`src/rtl/csm_pkg.sv`:
```
package csm_pkg;
  localparam int NUM_SRC = 4;
  localparam int SRC_DET  = 0;
  localparam int SRC_BATT = 1;
  localparam int SRC_RDY  = 2;
  localparam int SRC_WP   = 3;

  localparam logic [1:0] ADDR_STATUS = 2'd0;
  localparam logic [1:0] ADDR_FLAGS  = 2'd1;
  localparam logic [1:0] ADDR_ENABLE = 2'd2;

  typedef enum logic [1:0] {
    BATT_DEAD = 2'b00,
    BATT_WEAK = 2'b01,
    BATT_GOOD = 2'b11
  } battLevel_t;

  // Strobes from host control to the datapath
  typedef struct packed {
    logic [NUM_SRC-1:0] clrMask;
    logic               enLoad;
    logic [NUM_SRC-1:0] enData;
  } hostStrobe_t;

  function automatic battLevel_t battDecode(input logic lineA, input logic lineB);
    if (!lineA)      return BATT_DEAD;
    else if (!lineB) return BATT_WEAK;
    else             return BATT_GOOD;
  endfunction
endpackage

```
`src/rtl/csm_sync.sv`:
```
module csm_sync #(
  parameter int WIDTH = 1,
  parameter logic [WIDTH-1:0] RST_VAL = '0
) (
  input  logic             clk,
  input  logic             rstN,
  input  logic [WIDTH-1:0] dIn,
  output logic [WIDTH-1:0] dOut
);
  for (genvar i = 0; i < WIDTH; i++) begin : g_bit
    logic stageA, stageB;
    always_ff @(posedge clk) begin
      if (!rstN) begin
        stageA <= RST_VAL[i];
        stageB <= RST_VAL[i];
      end else begin
        stageA <= dIn[i];
        stageB <= stageA;
      end
    end
    assign dOut[i] = stageB;
  end
endmodule

```
`src/rtl/csm_datapath.sv`:
```
module csm_datapath
  import csm_pkg::*;
#(
  parameter int DEB_CYCLES = 16
) (
  input  logic               clk,
  input  logic               rstN,
  input  logic [5:0]         rawIn,   // {wp, ready, cardB, cardA, battB, battA}
  input  hostStrobe_t        strobe,
  output logic [4:0]         statusOut,
  output logic [NUM_SRC-1:0] flagsOut,
  output logic [NUM_SRC-1:0] enableOut,
  output logic               irqOut
);
  localparam int CNT_W = $clog2(DEB_CYCLES + 1);
  localparam logic [CNT_W-1:0] DEB_LIM = CNT_W'(DEB_CYCLES);
  localparam logic [5:0] SYNC_RST = 6'b01_1111;

  logic [5:0] syncV;
  csm_sync #(.WIDTH(6), .RST_VAL(SYNC_RST)) u_sync (
    .clk(clk), .rstN(rstN), .dIn(rawIn), .dOut(syncV)
  );

  logic       battA, battB, rdyNow, wpNow;
  logic [1:0] cardPair;
  assign battA    = syncV[0];
  assign battB    = syncV[1];
  assign cardPair = syncV[3:2];
  assign rdyNow   = syncV[4];
  assign wpNow    = syncV[5];

  // Card presence debounce
  logic [1:0]       pairPrev;
  logic [CNT_W-1:0] stableCnt;
  logic             present, presentPrev;

  always_ff @(posedge clk) begin
    if (!rstN) begin
      pairPrev    <= 2'b11;
      stableCnt   <= '0;
      present     <= 1'b0;
      presentPrev <= 1'b0;
    end else begin
      pairPrev    <= cardPair;
      presentPrev <= present;
      if (cardPair != pairPrev)  stableCnt <= '0;
      else if (stableCnt != DEB_LIM) stableCnt <= stableCnt + 1'b1;
      if (stableCnt == DEB_LIM) present <= (pairPrev == 2'b00);
    end
  end

  // Level tracking for change detection
  battLevel_t battNow, battPrev;
  logic       rdyPrev, wpPrev;
  assign battNow = battDecode(battA, battB);

  always_ff @(posedge clk) begin
    if (!rstN) begin
      battPrev <= BATT_GOOD;
      rdyPrev  <= 1'b1;
      wpPrev   <= 1'b0;
    end else begin
      battPrev <= battNow;
      rdyPrev  <= rdyNow;
      wpPrev   <= wpNow;
    end
  end

  logic [NUM_SRC-1:0] setVec;
  always_comb begin
    setVec           = '0;
    setVec[SRC_DET]  = present != presentPrev;
    setVec[SRC_BATT] = present && (battNow != battPrev);
    setVec[SRC_RDY]  = present && (rdyNow != rdyPrev);
    setVec[SRC_WP]   = present && (wpNow != wpPrev);
  end

  // Sticky flags, enables and interrupt
  logic [NUM_SRC-1:0] flagsQ, enQ;
  logic               irqQ;

  always_ff @(posedge clk) begin
    if (!rstN) begin
      flagsQ <= '0;
      enQ    <= '0;
      irqQ   <= 1'b0;
    end else begin
      flagsQ <= (flagsQ & ~strobe.clrMask) | setVec;
      if (strobe.enLoad) enQ <= strobe.enData;
      irqQ <= |(flagsQ & enQ);
    end
  end

  assign statusOut = present ? {wpNow, rdyNow, battNow, 1'b1} : 5'b0;
  assign flagsOut  = flagsQ;
  assign enableOut = enQ;
  assign irqOut    = irqQ;

  // presence moves only once the sense pair has been stable long enough
  a_r1_debounced_presence: assert property (@(posedge clk) disable iff (!rstN)
    !$stable(present) |-> $past(stableCnt) == DEB_LIM);

  // set flags not being cleared stay set
  a_r5_sticky_flags: assert property (@(posedge clk) disable iff (!rstN)
    (($past(flagsQ) & ~$past(strobe.clrMask)) & ~flagsQ) == '0);

  // a change beats a clear in the same cycle
  a_r7_set_wins: assert property (@(posedge clk) disable iff (!rstN)
    (setVec & strobe.clrMask) != '0 |=> ($past(setVec) & ~flagsQ) == '0);

  // no battery or ready flag rises while the card is absent
  a_r9_absent_batt_frozen: assert property (@(posedge clk) disable iff (!rstN)
    !present |=> !(flagsQ[SRC_BATT] && !$past(flagsQ[SRC_BATT])));
  a_r9_absent_rdy_frozen: assert property (@(posedge clk) disable iff (!rstN)
    !present |=> !(flagsQ[SRC_RDY] && !$past(flagsQ[SRC_RDY])));
endmodule

```
`src/rtl/csm_ctrl.sv`:
```
module csm_ctrl
  import csm_pkg::*;
(
  input  logic               clk,
  input  logic               rstN,
  input  logic [1:0]         regAddr,
  input  logic               regWr,
  input  logic [NUM_SRC-1:0] regWrData,
  input  logic [4:0]         statusIn,
  input  logic [NUM_SRC-1:0] flagsIn,
  input  logic [NUM_SRC-1:0] enableIn,
  output hostStrobe_t        strobe,
  output logic [7:0]         regRdData
);
  always_comb begin
    strobe.clrMask = (regWr && regAddr == ADDR_FLAGS) ? regWrData : '0;
    strobe.enLoad  = regWr && (regAddr == ADDR_ENABLE);
    strobe.enData  = regWrData;
  end

  always_comb begin
    case (regAddr)
      ADDR_STATUS: regRdData = {3'b0, statusIn};
      ADDR_FLAGS:  regRdData = {{(8-NUM_SRC){1'b0}}, flagsIn};
      ADDR_ENABLE: regRdData = {{(8-NUM_SRC){1'b0}}, enableIn};
      default:     regRdData = 8'h00;
    endcase
  end

  // clears come only from a host write to the flag address
  a_r6_clear_needs_write: assert property (@(posedge clk) disable iff (!rstN)
    strobe.clrMask != '0 |-> regWr && regAddr == ADDR_FLAGS);
endmodule

```
`src/rtl/card_status_monitor.sv`:
```
module card_status_monitor
  import csm_pkg::*;
#(
  parameter int DEB_CYCLES = 16
) (
  input  logic       clk,
  input  logic       rstN,
  input  logic       battSenseA,
  input  logic       battSenseB,
  input  logic       cardSenseA,
  input  logic       cardSenseB,
  input  logic       readyIn,
  input  logic       wrProtectIn,
  input  logic [1:0] regAddr,
  input  logic       regWr,
  input  logic [3:0] regWrData,
  output logic [7:0] regRdData,
  output logic       irqOut
);
  hostStrobe_t        strobe;
  logic [4:0]         status;
  logic [NUM_SRC-1:0] flags, enables;

  csm_datapath #(.DEB_CYCLES(DEB_CYCLES)) u_dp (
    .clk(clk), .rstN(rstN),
    .rawIn({wrProtectIn, readyIn, cardSenseB, cardSenseA, battSenseB, battSenseA}),
    .strobe(strobe), .statusOut(status), .flagsOut(flags),
    .enableOut(enables), .irqOut(irqOut)
  );

  csm_ctrl u_ctrl (
    .clk(clk), .rstN(rstN), .regAddr(regAddr), .regWr(regWr),
    .regWrData(regWrData), .statusIn(status), .flagsIn(flags),
    .enableIn(enables), .strobe(strobe), .regRdData(regRdData)
  );
endmodule

```
`config.mk`:
```
export PLATFORM = sky130hd
export DESIGN_NAME = card_status_monitor
export DESIGN_NICKNAME = d
export VERILOG_FILES = /design/src/rtl/csm_pkg.sv /design/src/rtl/csm_sync.sv /design/src/rtl/csm_datapath.sv /design/src/rtl/csm_ctrl.sv /design/src/rtl/card_status_monitor.sv
export SDC_FILE = /design/constraint.sdc
export NUM_CORES = 1
export LEC_CHECK = 0
export ABC_AREA = 0
export ABC_CLOCK_PERIOD_IN_PS = 1200
export BUFFER_PORTS_ARGS = -buffer_cell sky130_fd_sc_hd__buf_2
export CORE_UTILIZATION = 25
export DETAILED_ROUTE_END_ITERATION = 7
export SLEW_MARGIN = 20
export SYNTH_ARGS = -nofsm -noshare
export SYNTH_HDL_FRONTEND = slang
export SYNTH_SLANG_ARGS = --single-unit
```
`constraint.sdc`:
```
create_clock -name clk -period 1.2 [get_ports clk]
set_clock_uncertainty 0.15 [all_clocks]
set_input_delay 0.24 -clock clk [delete_from_list [all_inputs] [get_ports clk]]
set_output_delay 0.24 -clock clk [all_outputs]
set_load 0.03 [all_outputs]
```
==> flow_summary.ini <==
[place]
gp_congestion = 0.775
dp_hpwl_um = 1870
io_buffers = 20

[synthesis]
synth_top_cell_area_share = 0.513
synthTopCellsByArea = dfxtp_1 (51%), nand2b_1 (6.6%), nand2_1 (4.0%), a21boi_1 (3.4%), xor2_1 (3.3%)
synth_cell_types = 32
syn_inst = 135
synthFlopType = dfxtp_1
synth_top_area_cell = dfxtp_1
synth_seq_area_share = 0.513
synth_edf_count = 0
synth_area_um2 = 1330
synthArstFlopShare = 0
synth_most_common_cell = dfxtp_1
synth_common_cells = dfxtp_1 (34), nand2_1 (14), nand2b_1 (14), nand3_1 (7)
yosys_warnings = 0
ys_ff_latch = 34
avgSynthCellArea_um2 = 9.82

[global_route]
grt_pass1_vias = 1001
antenna_found_initial = 0
grt_pass1_wl_um = 4330
grt_overflow = 0
grt_max_degree = 13
track_usage = 0.105

[worst_setup_path]
cp-end-kind = output pin
path_class = reg -> out
critPathRequiredTime_ns = 0.81
slowest_delay_ns = 0.32
arrival_ns = 1.20
path_cells = nor2b_4 -> a32oi_1 -> o21ai_2 -> buf_6
crit_slowest_cell = dfxtp_2
reg2reg_depth = 5
r2r_slack_ns = -0.12
worst-path-stages = 4
crit_fanout = 4
startpoint_type = register
cp_num_buf_inv = 1
path_delay_family = flip-flops

[drt]
drt_iter0_markers = 43
wl_per_cell_um = 10.4
ant_nets = 0
vias = 1081
drt_wl_total_um = 2650
wl_met2_um = 1310
wl_met3_um = 133
vias_per_cell = 4.22
drcViolationCount = 0
firstDrtPassIters = 4
maxUsedRoutingLayer = met3
wl_met1_um = 1210

[power_and_ir_drop]
switching_share = 0.200
powerDensity_nw_per_um2 = 1380
power_frac_clock = 0.476
power.switching_uw = 544
max-vdd-ir-drop_mv = 0.654
power_leakage_uw = 0.000836
power.total_uw = 2720
p_int_uw = 2180
seqPwrFrac = 0.436
power_frac_comb = 0.088

[floorplanning]
start_util = 0.260
core-area_um2 = 5110
die_x_um = 74.8
fp.dieH_um = 74.8
die_area_um2 = 5600
row_count = 26
ios = 24

[status]
status = finished with violations
violations = setup timing

[hold_path]
hold_path_class = in -> reg
min_path_cells = 2

[final_layout]
final_nets = 202
fill_cells = 511
n_antenna_cell = 0
multi_input_area_um2 = 679
layout-drive-gt1-share = 0.409
areaGrowthSynthToFinish_pct = 49.1
final_core_util = 0.387
seq_area_um2 = 692

[timing]
setup-violations-final = 8
hold_viol_final = 0
slew_violations = 0
period_share = 1.32
max_freq_ghz = 0.629
grt_setup_unrepaired = yes
post-route-worst-setup-slack_ns = -0.390
min_period_ns = 1.59

[clock_network]
tritoncts = built
clockBufferDepth = 2
numClockSinks = 34
cts.clk_slew.worst_paths_ns = 0.07
cts-buffers-inserted = 5
clock_latency_ns = 0.28
cts-root-buf = clkbuf_8
h-tree-depth = 2

[flow_run]
drv_cap = 0
-- metal layers --
metal	vias up	GRT usage
met5	-	0
met4	0	0.0440
met3	0	0.0415
met2	28	0.169
met1	503	0.123
li1	550	-
-- kinds of logic (layout without fill, tap and decap cells) --
group | Yosys count | in the layout | share of synthesized area
AOI/OAI and AO/OA | 21 | 21 | 0.113
muxes | 2 | 2 | 0.0151
adders and majority gates | 2 | 2 | 0.0189
buffers and inverters | 10 | 59 | 0.0443
and+or+nand+nor | 56 | 56 | 0.233
xor gates and xnor gates | 9 | 9 | 0.0594
other | 1 | 3 | 0.00283
DFF | 34 | 34 | 0.513
-- layout by cell type, fill, tap and decap left out, drive strengths merged --
cell | Yosys | final
buf | 7 | 44
dfxtp | 34 | 34
nand2b | 14 | 14
nand2 | 14 | 14
nand3 | 7 | 7
nor2 | 6 | 6
a21boi | 6 | 6
clkbuf | 1 | 6
xor2 | 5 | 5
dlygate4sd3 | 0 | 5
a22oi | 4 | 4
o21ai | 4 | 4
and2 | 4 | 4
xnor2 | 4 | 4
conb | 1 | 3
nor3 | 3 | 3
nor2b | 3 | 3
inv | 2 | 2
a21oi | 2 | 2
mux2i | 2 | 2
a32o | 2 | 2
ha | 2 | 2
bufinv | 0 | 2
a32oi | 1 | 1
and4bb | 1 | 1
nand3b | 1 | 1
and3b | 1 | 1
nand4 | 1 | 1
nor4bb | 1 | 1
a31o | 1 | 1
o21a | 1 | 1
-- metrics by stage --
step	instances	worst slack (ns)	hold WS [ns]	setup TNS (ns)	instance area, um^2
3_5_place_dp	238	-0.236	0.241	-1.28	1650
4_1_cts	252	-0.398	0.00731	-2.03	1890
3_3_place_gp	238	-0.197	0.238	-1.12	1650
5_1_grt	256	-0.434	0.00930	-2.44	1980
6_report	256	-0.390	0.0163	-1.94	1980
2_1_floorplan	137	-0.132	0.191	-0.399	1380
-- final timing paths --
path | endpoint | from
worst max-delay path | regRdData[2] | u_dp.present
worst min-delay path | u_dp.u_sync.g_bit[5].stageA | wrProtectIn
worst min register to register | u_dp.u_sync.g_bit[0].stageB | u_dp.u_sync.g_bit[0].stageA
worst max register to register | u_dp.present | u_dp.stableCnt[0]
-- power groups by stage --
stage                     combinational, uW  sequential (uW)  clock (uW)
after global routing                    264             1190        1390
after global placement                  195             1210           0
final                                   240             1190        1300
after CTS                               220             1190        1330
after detailed placement                197             1210           0
after floorplan                         118             1210           0
-- timing repair --
| item | CTS | global route |
|---|---|---|
| hold buffers | 5 | 0 |
| setup endpoints to repair | 10 | 11 |
| gates resized for setup | 10 | 16 |
| setup buffers | 1 | 4 |
| endpoints found under the hold margin | 5 | 0 |
| pin swaps | 3 | 6 |
-- sequential cells by signal, summed over array words and instances (netlist names) --
name and count:
u_dp.u_sync.g_bit.stageA 6, u_dp.battPrev 2, u_dp.present 1, u_dp.enableOut 4, u_dp.rdyPrev 1, u_dp.pairPrev 2
u_dp.presentPrev 1, u_dp.irqOut 1, u_dp.wpPrev 1, u_dp.flagsOut 4, u_dp.u_sync.g_bit.stageB 6, u_dp.stableCnt 5
-- area by class of cell --
class                           count  share of cell area
Sequential cell                    34               0.350
Multi-Input combinational cell     93               0.344
Inverter                            2             0.00380
Clock inverter                      2              0.0304
Tap cell                           70              0.0443
Timing Repair Buffer               49               0.186
Clock buffer                        6              0.0418
Note: power is estimated with default switching activity, not from simulation.
